==> src/rtl/muldiv_pkg.sv <==
package muldiv_pkg;

    parameter int FUNC_W = 6;

    localparam logic [FUNC_W-1:0] FN_MFHI  = 6'd16;
    localparam logic [FUNC_W-1:0] FN_MTHI  = 6'd17;
    localparam logic [FUNC_W-1:0] FN_MFLO  = 6'd18;
    localparam logic [FUNC_W-1:0] FN_MTLO  = 6'd19;
    localparam logic [FUNC_W-1:0] FN_MULT  = 6'd24;
    localparam logic [FUNC_W-1:0] FN_MULTU = 6'd25;
    localparam logic [FUNC_W-1:0] FN_DIV   = 6'd26;
    localparam logic [FUNC_W-1:0] FN_DIVU  = 6'd27;

    typedef enum logic [1:0] {
        ENG_IDLE = 2'd0,
        ENG_MUL  = 2'd1,
        ENG_DIV  = 2'd2
    } eng_state_e;

    typedef struct packed {
        logic go_mul;
        logic go_div;
        logic sgn;
        logic put_hi;
        logic put_lo;
        logic get;
        logic get_hi;
    } md_cmd_t;

    function automatic md_cmd_t md_decode(input logic [FUNC_W-1:0] f);
        md_cmd_t d;
        d = '0;
        case (f)
            FN_MULT:  begin d.go_mul = 1'b1; d.sgn = 1'b1; end
            FN_MULTU: d.go_mul = 1'b1;
            FN_DIV:   begin d.go_div = 1'b1; d.sgn = 1'b1; end
            FN_DIVU:  d.go_div = 1'b1;
            FN_MFHI:  begin d.get = 1'b1; d.get_hi = 1'b1; end
            FN_MFLO:  d.get = 1'b1;
            FN_MTHI:  d.put_hi = 1'b1;
            FN_MTLO:  d.put_lo = 1'b1;
            default:  d = '0;
        endcase
        return d;
    endfunction

endpackage

==> src/rtl/mul_core.sv <==
module mul_core #(
    parameter int W = 32
) (
    input  logic         clk,
    input  logic         rst,
    input  logic         load,
    input  logic         step,
    input  logic         sgn,
    input  logic [W-1:0] op_a,
    input  logic [W-1:0] op_b,
    output logic [W-1:0] res_hi,
    output logic [W-1:0] res_lo
);
    localparam int PW = 2 * W;

    logic [W-1:0] acc_hi_q, acc_lo_q, mcand_q;
    logic         neg_q;

    logic         a_neg, b_neg;
    logic [W-1:0] a_mag, b_mag;
    logic [W:0]   sum;
    logic [W-1:0] nxt_hi, nxt_lo;
    logic [PW-1:0] prod, prod_fix;

    always_comb begin
        a_neg = sgn & op_a[W-1];
        b_neg = sgn & op_b[W-1];
        a_mag = a_neg ? -op_a : op_a;
        b_mag = b_neg ? -op_b : op_b;
        sum    = {1'b0, acc_hi_q} + (acc_lo_q[0] ? {1'b0, mcand_q} : '0);
        nxt_hi = sum[W:1];
        nxt_lo = {sum[0], acc_lo_q[W-1:1]};
        prod     = {nxt_hi, nxt_lo};
        prod_fix = neg_q ? -prod : prod;
        res_hi   = prod_fix[PW-1:W];
        res_lo   = prod_fix[W-1:0];
    end

    always_ff @(posedge clk) begin
        if (rst) begin
            acc_hi_q <= '0;
            acc_lo_q <= '0;
            mcand_q  <= '0;
            neg_q    <= 1'b0;
        end else if (load) begin
            acc_hi_q <= '0;
            acc_lo_q <= b_mag;
            mcand_q  <= a_mag;
            neg_q    <= a_neg ^ b_neg;
        end else if (step) begin
            acc_hi_q <= nxt_hi;
            acc_lo_q <= nxt_lo;
        end
    end


    mul_acc_bound_chk: assert property (@(posedge clk) disable iff (rst)
        acc_hi_q <= mcand_q)
        else $error("upper accumulator exceeded multiplicand");

endmodule

==> src/rtl/div_core.sv <==
module div_core #(
    parameter int W = 32
) (
    input  logic         clk,
    input  logic         rst,
    input  logic         load,
    input  logic         step,
    input  logic         sgn,
    input  logic [W-1:0] op_a,
    input  logic [W-1:0] op_b,
    output logic [W-1:0] res_hi,
    output logic [W-1:0] res_lo
);
    logic [W-1:0] rem_q, quo_q, dvsr_q, dvd_q;
    logic         qneg_q, rneg_q, dz_q;

    logic         a_neg, b_neg;
    logic [W-1:0] a_mag, b_mag;
    logic [W:0]   shifted, diff;
    logic         fits;
    logic [W-1:0] nrem, nquo;

    always_comb begin
        a_neg   = sgn & op_a[W-1];
        b_neg   = sgn & op_b[W-1];
        a_mag   = a_neg ? -op_a : op_a;
        b_mag   = b_neg ? -op_b : op_b;
        shifted = {rem_q, quo_q[W-1]};
        diff    = shifted - {1'b0, dvsr_q};
        fits    = ~diff[W];
        nrem    = fits ? diff[W-1:0] : shifted[W-1:0];
        nquo    = {quo_q[W-2:0], fits};
        if (dz_q) begin
            res_hi = dvd_q;
            res_lo = '1;
        end else begin
            res_hi = rneg_q ? -nrem : nrem;
            res_lo = qneg_q ? -nquo : nquo;
        end
    end

    always_ff @(posedge clk) begin
        if (rst) begin
            rem_q  <= '0;
            quo_q  <= '0;
            dvsr_q <= '0;
            dvd_q  <= '0;
            qneg_q <= 1'b0;
            rneg_q <= 1'b0;
            dz_q   <= 1'b1;
        end else if (load) begin
            rem_q  <= '0;
            quo_q  <= a_mag;
            dvsr_q <= b_mag;
            dvd_q  <= op_a;
            qneg_q <= a_neg ^ b_neg;
            rneg_q <= a_neg;
            dz_q   <= (op_b == '0);
        end else if (step) begin
            rem_q <= nrem;
            quo_q <= nquo;
        end
    end


    div_rem_bound_chk: assert property (@(posedge clk) disable iff (rst)
        !dz_q |-> (rem_q < dvsr_q))
        else $error("partial remainder not below divisor");

endmodule

==> src/rtl/hilo_file.sv <==
module hilo_file #(
    parameter int W = 32
) (
    input  logic         clk,
    input  logic         rst,
    input  logic         pair_we,
    input  logic [W-1:0] pair_hi,
    input  logic [W-1:0] pair_lo,
    input  logic         hi_we,
    input  logic         lo_we,
    input  logic [W-1:0] mv_data,
    output logic [W-1:0] hi_q,
    output logic [W-1:0] lo_q
);
    always_ff @(posedge clk) begin
        if (rst) begin
            hi_q <= '0;
            lo_q <= '0;
        end else begin
            if (hi_we)        hi_q <= mv_data;
            else if (pair_we) hi_q <= pair_hi;
            if (lo_we)        lo_q <= mv_data;
            else if (pair_we) lo_q <= pair_lo;
        end
    end


    hi_hold_chk: assert property (@(posedge clk) disable iff (rst)
        (!pair_we && !hi_we) |=> $stable(hi_q))
        else $error("HI changed without a write");


    lo_hold_chk: assert property (@(posedge clk) disable iff (rst)
        (!pair_we && !lo_we) |=> $stable(lo_q))
        else $error("LO changed without a write");

endmodule

==> src/rtl/muldiv_unit.sv <==
module muldiv_unit
    import muldiv_pkg::*;
#(
    parameter int DATA_W = 32
) (
    input  logic              clk,
    input  logic              rst,
    input  logic              cmd_valid,
    input  logic [5:0]        cmd_func,
    input  logic [DATA_W-1:0] cmd_a,
    input  logic [DATA_W-1:0] cmd_b,
    output logic              busy,
    output logic              rd_ready,
    output logic              rd_stall,
    output logic [DATA_W-1:0] rd_data
);
    localparam int CNT_W = $clog2(DATA_W);
    localparam logic [CNT_W-1:0] LAST = CNT_W'(DATA_W - 1);

    md_cmd_t      cmd;
    eng_state_e   eng_q;
    logic [CNT_W-1:0] cnt_q;
    logic         start, finish;
    logic [DATA_W-1:0] mul_hi, mul_lo, div_hi, div_lo;
    logic [DATA_W-1:0] res_hi, res_lo, hi_q, lo_q;

    always_comb begin
        cmd    = cmd_valid ? md_decode(cmd_func) : '0;
        start  = cmd.go_mul | cmd.go_div;
        busy   = (eng_q != ENG_IDLE);
        finish = busy && (cnt_q == LAST) && !start;
        res_hi = (eng_q == ENG_MUL) ? mul_hi : div_hi;
        res_lo = (eng_q == ENG_MUL) ? mul_lo : div_lo;
        rd_ready = cmd.get && !busy;
        rd_stall = cmd.get && busy;
        rd_data  = rd_ready ? (cmd.get_hi ? hi_q : lo_q) : '0;
    end

    always_ff @(posedge clk) begin
        if (rst) begin
            eng_q <= ENG_IDLE;
            cnt_q <= '0;
        end else if (start) begin
            eng_q <= cmd.go_mul ? ENG_MUL : ENG_DIV;
            cnt_q <= '0;
        end else if (busy) begin
            if (cnt_q == LAST) eng_q <= ENG_IDLE;
            else               cnt_q <= cnt_q + 1'b1;
        end
    end

    mul_core #(.W(DATA_W)) u_mul (
        .clk    (clk),
        .rst    (rst),
        .load   (cmd.go_mul),
        .step   (eng_q == ENG_MUL),
        .sgn    (cmd.sgn),
        .op_a   (cmd_a),
        .op_b   (cmd_b),
        .res_hi (mul_hi),
        .res_lo (mul_lo)
    );

    div_core #(.W(DATA_W)) u_div (
        .clk    (clk),
        .rst    (rst),
        .load   (cmd.go_div),
        .step   (eng_q == ENG_DIV),
        .sgn    (cmd.sgn),
        .op_a   (cmd_a),
        .op_b   (cmd_b),
        .res_hi (div_hi),
        .res_lo (div_lo)
    );

    hilo_file #(.W(DATA_W)) u_hilo (
        .clk     (clk),
        .rst     (rst),
        .pair_we (finish),
        .pair_hi (res_hi),
        .pair_lo (res_lo),
        .hi_we   (cmd.put_hi),
        .lo_we   (cmd.put_lo),
        .mv_data (cmd_a),
        .hi_q    (hi_q),
        .lo_q    (lo_q)
    );


    busy_fall_chk: assert property (@(posedge clk) disable iff (rst)
        $fell(busy) |-> ($past(cnt_q) == LAST))
        else $error("busy dropped before the last iteration");


    restart_chk: assert property (@(posedge clk) disable iff (rst)
        start |=> (busy && cnt_q == '0))
        else $error("accepted start did not restart the count");


    no_read_busy_chk: assert property (@(posedge clk) disable iff (rst)
        busy |-> !rd_ready)
        else $error("move-from served while busy");


    put_hi_chk: assert property (@(posedge clk) disable iff (rst)
        cmd.put_hi |=> (hi_q == $past(cmd_a)))
        else $error("move-to HI did not land");

endmodule

==> config.mk <==
export PLATFORM = sky130hd
export DESIGN_NAME = muldiv_unit
export DESIGN_NICKNAME = d
export VERILOG_FILES = /design/src/rtl/muldiv_pkg.sv /design/src/rtl/mul_core.sv /design/src/rtl/div_core.sv /design/src/rtl/hilo_file.sv /design/src/rtl/muldiv_unit.sv
export SDC_FILE = /design/constraint.sdc
export NUM_CORES = 1
export LEC_CHECK = 0
export BUFFER_PORTS_ARGS = -buffer_cell sky130_fd_sc_hd__buf_2
export CAP_MARGIN = 20
export CORE_MARGIN = 3
export CORE_UTILIZATION = 35
export CTS_CLUSTER_SIZE = 30
export DETAILED_ROUTE_END_ITERATION = 8
export PLACE_DENSITY = 0.59
export SYNTH_ARGS = -nofsm -noshare
export SYNTH_HDL_FRONTEND = slang
export SYNTH_HIERARCHICAL = 1
export SYNTH_SLANG_ARGS = --single-unit
==> constraint.sdc <==
create_clock -name clk -period 8.47 [get_ports clk]
set_input_delay 1.694 -clock clk [delete_from_list [all_inputs] [get_ports clk]]
set_output_delay 1.694 -clock clk [all_outputs]
set_load 0.05 [all_outputs]
==> qor.txt, run 1 <==
Count leader, synth = nor2_1
Crit Reg-Reg Endpoint = u_hilo/lo_q[26]
Hold path depth = 2
Max_cap viols = 0
Post-synthesis adder-cell area fraction = 3.88%
Core Footprint = 69100 sq um
Netlist cell types = 104
RSZ-0062 raised after global routing = false
DP HPWL = 62.6 mm
Sink count of the clock tree = 299
Power per cell area = 147 nW/um^2
CTS Buffer Depth = 3
Hold Crit Start = u_mul/mcand_q[31]
DR iter-0 viols = 2249
Main combinational cell family by area after synthesis = compound AO/OA/AOI/OAI gates
Worst Hold End = u_mul/mcand_q[31]
Vias per cell = 5.75
Final wirelength = 84.4 mm
Fmax = 170 MHz
Clock transition at path regs = 60 ps
H-tree Lvls = 2
Final worst path period share = 69.5%
Setup WS pre-CTS = 2690 ps
Remaining DRCs = 0
Post-place instance area = 25600 sq um
PortBufs = 107
Async S/R FF share, synth = 0%
Largest net degree at the start of global routing = 164
Finish-stage setup viols = 0
Synth top cells by count = nor2_1, dfxtp_1, a211oi_1
Setup ws final = 2580 ps
Postcts setup bufs = 0
Synth Instances = 3112
Worst Path Max Fanout = 24
Startpoint Class = flip-flop
Hold Vio Cnt, Final = 0
Initial antenna violation count = 12
Slew margin rel. = 30.7%
Area delta synth->final = 9.23%
Initial Util = 35.5%
Avg Cell Area, Syn = 7.89 sq um
Die Y = 271 um
Antenna Nets Post-Route = 0
Reg2Reg Depth = 23
Clock buffer count from CTS = 39
CTS Hold Buffers Added = 0
Post-Synth XOR/XNOR Area = 8.84%
Clock Latency Late Sink = 570 ps
Flop2flop setup slack = 2580 ps
Critical path arrival = 6310 ps
Top FF cell, synth = dfxtp_1
Post-Syn Area = 24500 sq um
Vias in the first global route = 21059
Setup Skew = 28.3 ps
Ports = 108
Status = completed
Via count = 23182
Slew Viols, Final = 0
Leak pwr = 9.50 nW
Chip Width = 271 um
Critical Path End Type = flip-flop
Gr usage total = 22.0%
Clk root buf = clkbuf_16
First-pass GRT wire length = 128 mm
Synth area leaders = dfxtp_1, a211oi_1, mux2i_1
Clock tree from TritonCTS = built
Wire length per cell = 20.9 um
Critical path, cell by cell = inv_1 > ha_1 > inv_1 > fa_1 > nand3_2 > a211oi_4 > o211ai_2 > a2111oi_4 > o21a_1 > nor2_4 > inv_2 > ha_1 > nand2b_1 > or2_1 > nand2b_1 > or3_1 > or2_1 > o41ai_1 > xor2_1 > nand2_1 > mux2_2 > mux2i_1 > a211oi_1
Synth Area in Simple Gates = 21.4%
Crit-path slowest cell = o21a_1
Register bit total from synthesis = 299
Post-route cell area = 26800 sq um
Share of cells above drive strength 1 = 10.9%
Core Util, Final = 38.8%
Syn. warnings = 6
Drt first pass iters = 5
Row count = 96
Seq/Total Area, Yosys = 24.4%
Slew at the pin closest to its max-slew limit = 1040 ps
Post-synthesis mux area share = 11.2%
Min Tclk post-route = 5890 ps
Cts repair resizes = 0
Crit path kind = reg2reg
Critical path origin = u_div/quo_q[31]
Slowest Stage Delay on Critical Path = 540 ps
Post-synth EDFFs = 0
Die area = 73400 sq um
Synth Area in Compound Gates = 25.1%
Peak VDD IR = 0.000120 V
Sum of negative setup slack = 0 ps
Global route overflow = 0
WP data required = 8890 ps
Yosys top cell by area = dfxtp_1
Nets = 3224
Routability congestion estimate = 0.912
Net Count, Synth = 3260
Top cell type's share of synthesized area = 24.4%
Worst reg2reg path startpoint = u_div/quo_q[31]
Hold crit path type = reg2reg
## metrics by stage
stage,cells,power (W),hold WS (ps)
6_report,4032,0.00395,472
5_1_grt,4031,0.00411,496
4_1_cts,4030,0.00397,474
3_5_place_dp,3965,0.00234,462
3_3_place_gp,3965,0.00234,456
2_1_floorplan,3112,0.00207,446
## placed cells by master, fill, tap and decap left out, types with 7 or more instances in the layout
cell type,count
nor2_1,334
dfxtp_1,297
a211oi_1,263
nand2_1,211
mux2i_1,193
a21oi_1,154
o21ai_0,149
xnor2_1,124
nor2b_1,123
xor2_1,122
buf_2,106
inv_1,88
ha_1,73
mux2_2,71
and2_1,56
nor3_1,54
o31ai_1,54
or3_1,44
o21ai_1,42
clkbuf_16,39
nand3_1,28
nand4_1,28
a311oi_1,28
o41ai_1,28
nand2b_1,26
or4_1,24
buf_4,23
nor4_1,22
o211ai_1,16
a21o_1,15
o21a_1,15
a31oi_1,13
and3_1,12
clkbuf_8,12
or2_2,11
nand3b_1,9
a211o_1,8
nor3b_1,7
## registers in the layout, summed over array words and instances, names as in the netlist
name,cells
u_div/dvd_q,32
u_div/dvsr_q,32
u_div/quo_q,32
u_div/rem_q,32
u_hilo/hi_q,32
u_hilo/lo_q,32
u_mul/acc_hi_q,32
u_mul/acc_lo_q,32
u_mul/mcand_q,32
cnt_q,5
eng_q,2
u_div/dz_q,1
u_div/qneg_q,1
u_div/rneg_q,1
u_mul/neg_q,1
## routing by layer
metal	global-route usage, %	part of all wire (%)
met1	31.6	47
met2	34.5	44
met3	3.03	5.9
met4	5.81	2.7
met5	0	0.025
## final cells by class
class,instances,area (sq um)
multi-input cells,2514,17300
diodes,1,2.50
inverters,90,343
clock buffers,56,1150
repair buffers,132,764
clock inverters,9,75.1
well taps,931,1160
flip-flops and latches,299,5990
fillers,7224,42300
## logic make-up after synthesis
| group | after synthesis |
|---|---|
| buffers and inverters | 299 |
| AO/OA/AOI/OAI | 887 |
| AND/OR/NAND/NOR | 1040 |
| flip-flops | 299 |
| XOR/XNOR | 247 |
| multiplexers | 265 |
| adder cells (fa/ha/maj) | 75 |
## critical path, delay by kind of cell (launching register included)
family                     cells  cell delay (ps)
muxes                          2              420
xor gates and xnor gates       1              170
buffers and inverters          3              520
DFF                            1              370
AOI/OAI and AO/OA              6             1860
adders and majority gates      3              730
and+or+nand+nor                8             1670
## how the worst max path moves through the flow
stage / end / slack, ps
5_1_grt: u_hilo/hi_q[24] / 2140
3_3_place_gp: u_hilo/hi_q[24] / 2760
4_1_cts: u_hilo/hi_q[24] / 2660
6_report: u_hilo/lo_q[26] / 2580
3_5_place_dp: u_hilo/hi_q[24] / 2690
2_1_floorplan: rd_data[10] / 3450
## power breakdown
part	leakage [nW]	total (W)	internal [W]	switching [W]
combinational	6.49	0.000895	0.000289	0.000606
sequential	2.41	0.00144	0.00142	0.0000149
clock	0.597	0.00162	0.000940	0.000683
(Power assumes the default switching activity.)
==> run 2: changes to the inputs <==
ABC_AREA = 1   (was unset)
PLACE_DENSITY = 0.61   (was 0.59)
clock period = 5 ns   (was 8.47 ns; I/O delays follow)
==> run 2 against run 1 <==
Sequential power increased by 69%. Critical path depth increased by 9. Die area increased by 8.6%. Total power increased by 93%. Clock power increased by 100%. First-iteration DRC count increased by 35%. Combinational power increased by 120%. Via count increased by 29%. Clock skew increased by 4.2 ps. Design area increased by 10%. Synthesized area increased by 8.8%. Utilization increased by 0.54 points. Critical endpoint is now u_hilo/lo_q[30]. Largest power group unchanged.
==> qor.txt, run 2 <==
Via count = 29993 (+29%)
Row count = 100 (+4.2%)
Top FF cell, synth = dfxtp_1
Final wirelength = 107 mm (+27%)
Slew Viols, Final = 0 (unchanged)
Initial antenna violation count = 7 (-5)
Wire length per cell = 18.6 um (-11%)
Initial Util = 35.6% (+0.045 points)
Clock Latency Late Sink = 600 ps (+30 ps)
Global route overflow = 0 (unchanged)
Chip Width = 282 um (+4.2%)
Ports = 108 (unchanged)
Fmax = 219 MHz (+29%)
Slew margin rel. = 31.0% (+0.24 points)
Seq/Total Area, Yosys = 22.4% (-2.0 points)
Post-Syn Area = 26700 sq um (+8.8%)
Core Util, Final = 39.4% (+0.54 points)
DP HPWL = 82.9 mm (+32%)
Async S/R FF share, synth = 0% (unchanged)
Avg Cell Area, Syn = 5.64 sq um (-29%)
Critical Path End Type = flip-flop
WP data required = 5480 ps (-3410 ps)
Vias per cell = 5.21 (-9.4%)
Remaining DRCs = 0 (unchanged)
Startpoint Class = flip-flop
Hold crit path type = reg2reg
Count leader, synth = nand2_1
Clk root buf = clkbuf_16
Post-synth EDFFs = 0 (unchanged)
Share of cells above drive strength 1 = 8.83% (-2.1 points)
Fill count = 8356 (+16%)
Max_cap viols = 0 (unchanged)
Area delta synth->final = 10.6%
Antenna Nets Post-Route = 0 (unchanged)
Drt first pass iters = 7 (+2)
CP most frequent cell = nand2_1
Commonest non-fill, non-tap cell in the layout = nand2_1
Crit-path slowest cell = fa_1
Clock tree from TritonCTS = built
Net Count, Synth = 4885 (+50%)
Clock transition at path regs = 60 ps (about the same)
Gr usage total = 26.1% (+4.1 points)
Netlist cell types = 64 (-38%)
Largest net degree at the start of global routing = 71 (-57%)
Die Y = 282 um (+4.2%)
Hold Vio Cnt, Final = 0 (unchanged)
Crit path kind = reg2reg
Core Footprint = 75100 sq um (+8.7%)
Slowest Stage Delay on Critical Path = 440 ps (-100 ps)
Min Tclk post-route = 4560 ps (-1330 ps)
CP delay by family, top = simple AND/OR/NAND/NOR gates
Synth area leaders = dfxtp_1, nand2_1, inv_1
PortBufs = 107 (unchanged)
Critical path arrival = 5050 ps (-1260 ps)
Most frequent cells in the layout = nand2_1, inv_1, nor2_1
Final worst path period share = 91.2% (+22 points)
Nets = 4906 (+52%)
Peak VDD IR = 0.000216 V (+80%)
Top cell type's share of synthesized area = 22.4% (-2.0 points)
Finish-stage setup viols = 0 (unchanged)
Syn. warnings = 6 (unchanged)
DR iter-0 viols = 3040 (+35%)
Leak pwr = 15.6 nW (+64%)
Power per cell area = 259 nW/um^2 (+75%)
Worst Path Max Fanout = 6 (-75%)
CTS Buffer Depth = 3 (unchanged)
Routability congestion estimate = 0.971 (+6.5%)
Sink count of the clock tree = 299 (unchanged)
Buf/Inv on CP = 4 (+1)
Synth Instances = 4737 (+52%)
Yosys top cell by area = dfxtp_1
Slew at the pin closest to its max-slew limit = 1040 ps (-3.65 ps)
H-tree Lvls = 2 (unchanged)
Synth top cells by count = nand2_1, inv_1, nor2_1
Setup Skew = 32.5 ps (+4.16 ps)
Status = completed
Die area = 79700 sq um (+8.6%)
First-pass GRT wire length = 161 mm (+26%)
Clock buffer count from CTS = 41 (+5.1%)
Vias in the first global route = 26973 (+28%)
WHS = 453 ps (-19.3 ps)
Register bit total from synthesis = 299 (unchanged)
run 2: cell types whose count changed in the layout (fill, tap and decap cells not counted), sizes merged, moves of 55 or more:
cell / delta
o21ai: +55
nor2: +161
nand3: +253
nand2: +1345
mux2: -72
nor3: +66
a21oi: +118
mux2i: -193
xnor2: -96
nor2b: -125
inv: +700
a211oi: -268
run 2: worst paths after layout:
check,from,end,slack [ps],depth (start not counted)
worst min-delay path,u_div/dvd_q[28],u_div/dvd_q[28],450,2
worst max-delay path,u_div/quo_q[31],u_hilo/lo_q[30],440,32
worst max register to register,u_div/quo_q[31],u_hilo/lo_q[30],440,32
worst min register to register,u_div/dvd_q[28],u_div/dvd_q[28],450,2
run 2: cell families (layout without fill, tap and decap cells):
family	after synthesis	in the layout	share of synthesized area, %
simple gates	2591	2591	41.3
buf+inv	967	1019	14.2
compound gates	688	688	14.7
flops	299	299	22.4
xor+xnor	117	117	3.84
fa+ha+maj	75	75	3.57
other cells	0	1	0
run 2: layer usage:
| layer | part of all wire (%) | track usage (%) | vias up |
|---|---|---|---|
| li1 | - | - | 14945 |
| met1 | 44 | 35.3 | 13709 |
| met2 | 45 | 42.1 | 1142 |
| met3 | 7.7 | 3.97 | 191 |
| met4 | 3.8 | 9.80 | 6 |
| met5 | 0.031 | 0 | - |
run 2: final cells by class:
class	instances	area [sq um]	share of cell area [%]
inverter	792	2970	10.1
timing repair buffer	153	908	3.07
antenna	1	2.50	0.00847
sequential	299	5990	20.3
tap	969	1210	4.10
clock inverter	20	314	1.06
multi-input combinational	3471	17000	57.5
clock buffer	54	1150	3.91
run 2: power by group:
part	internal (W)	total [W]	switching (W)	leakage [nW]
logic	0.000534	0.00196	0.00143	12.5
clock network	0.00199	0.00325	0.00126	0.718
registers	0.00241	0.00243	0.0000187	2.41
run 2: worst register-to-register path, delay by kind of cell, from the launching register on:
family | cells | cell delay (ps)
flip-flops | 1 | 310
buffers and inverters | 4 | 350
adder cells (fa/ha/maj) | 3 | 720
AO/OA/AOI/OAI | 4 | 450
AND/OR/NAND/NOR | 21 | 2660
run 2: what timing repair did:
action                     in CTS  in global routing
hold buffers                    0                  0
gates resized for setup         0                  3
setup endpoints to repair       0                  3
hold endpoints to repair        0                  0
buffers inserted                0                  0
run 2: metrics by stage:
step	total power, W	worst slack (ps)	area [sq um]	setup TNS (ps)	instances
2_1_floorplan	0.00381	718	26700	0	4737
3_3_place_gp	0.00439	410	28100	0	5684
3_5_place_dp	0.00439	420	28100	0	5684
4_1_cts	0.00765	414	29500	0	5758
5_1_grt	0.00797	-10.1	29600	-10.1	5759
6_report	0.00764	438	29600	0	5759
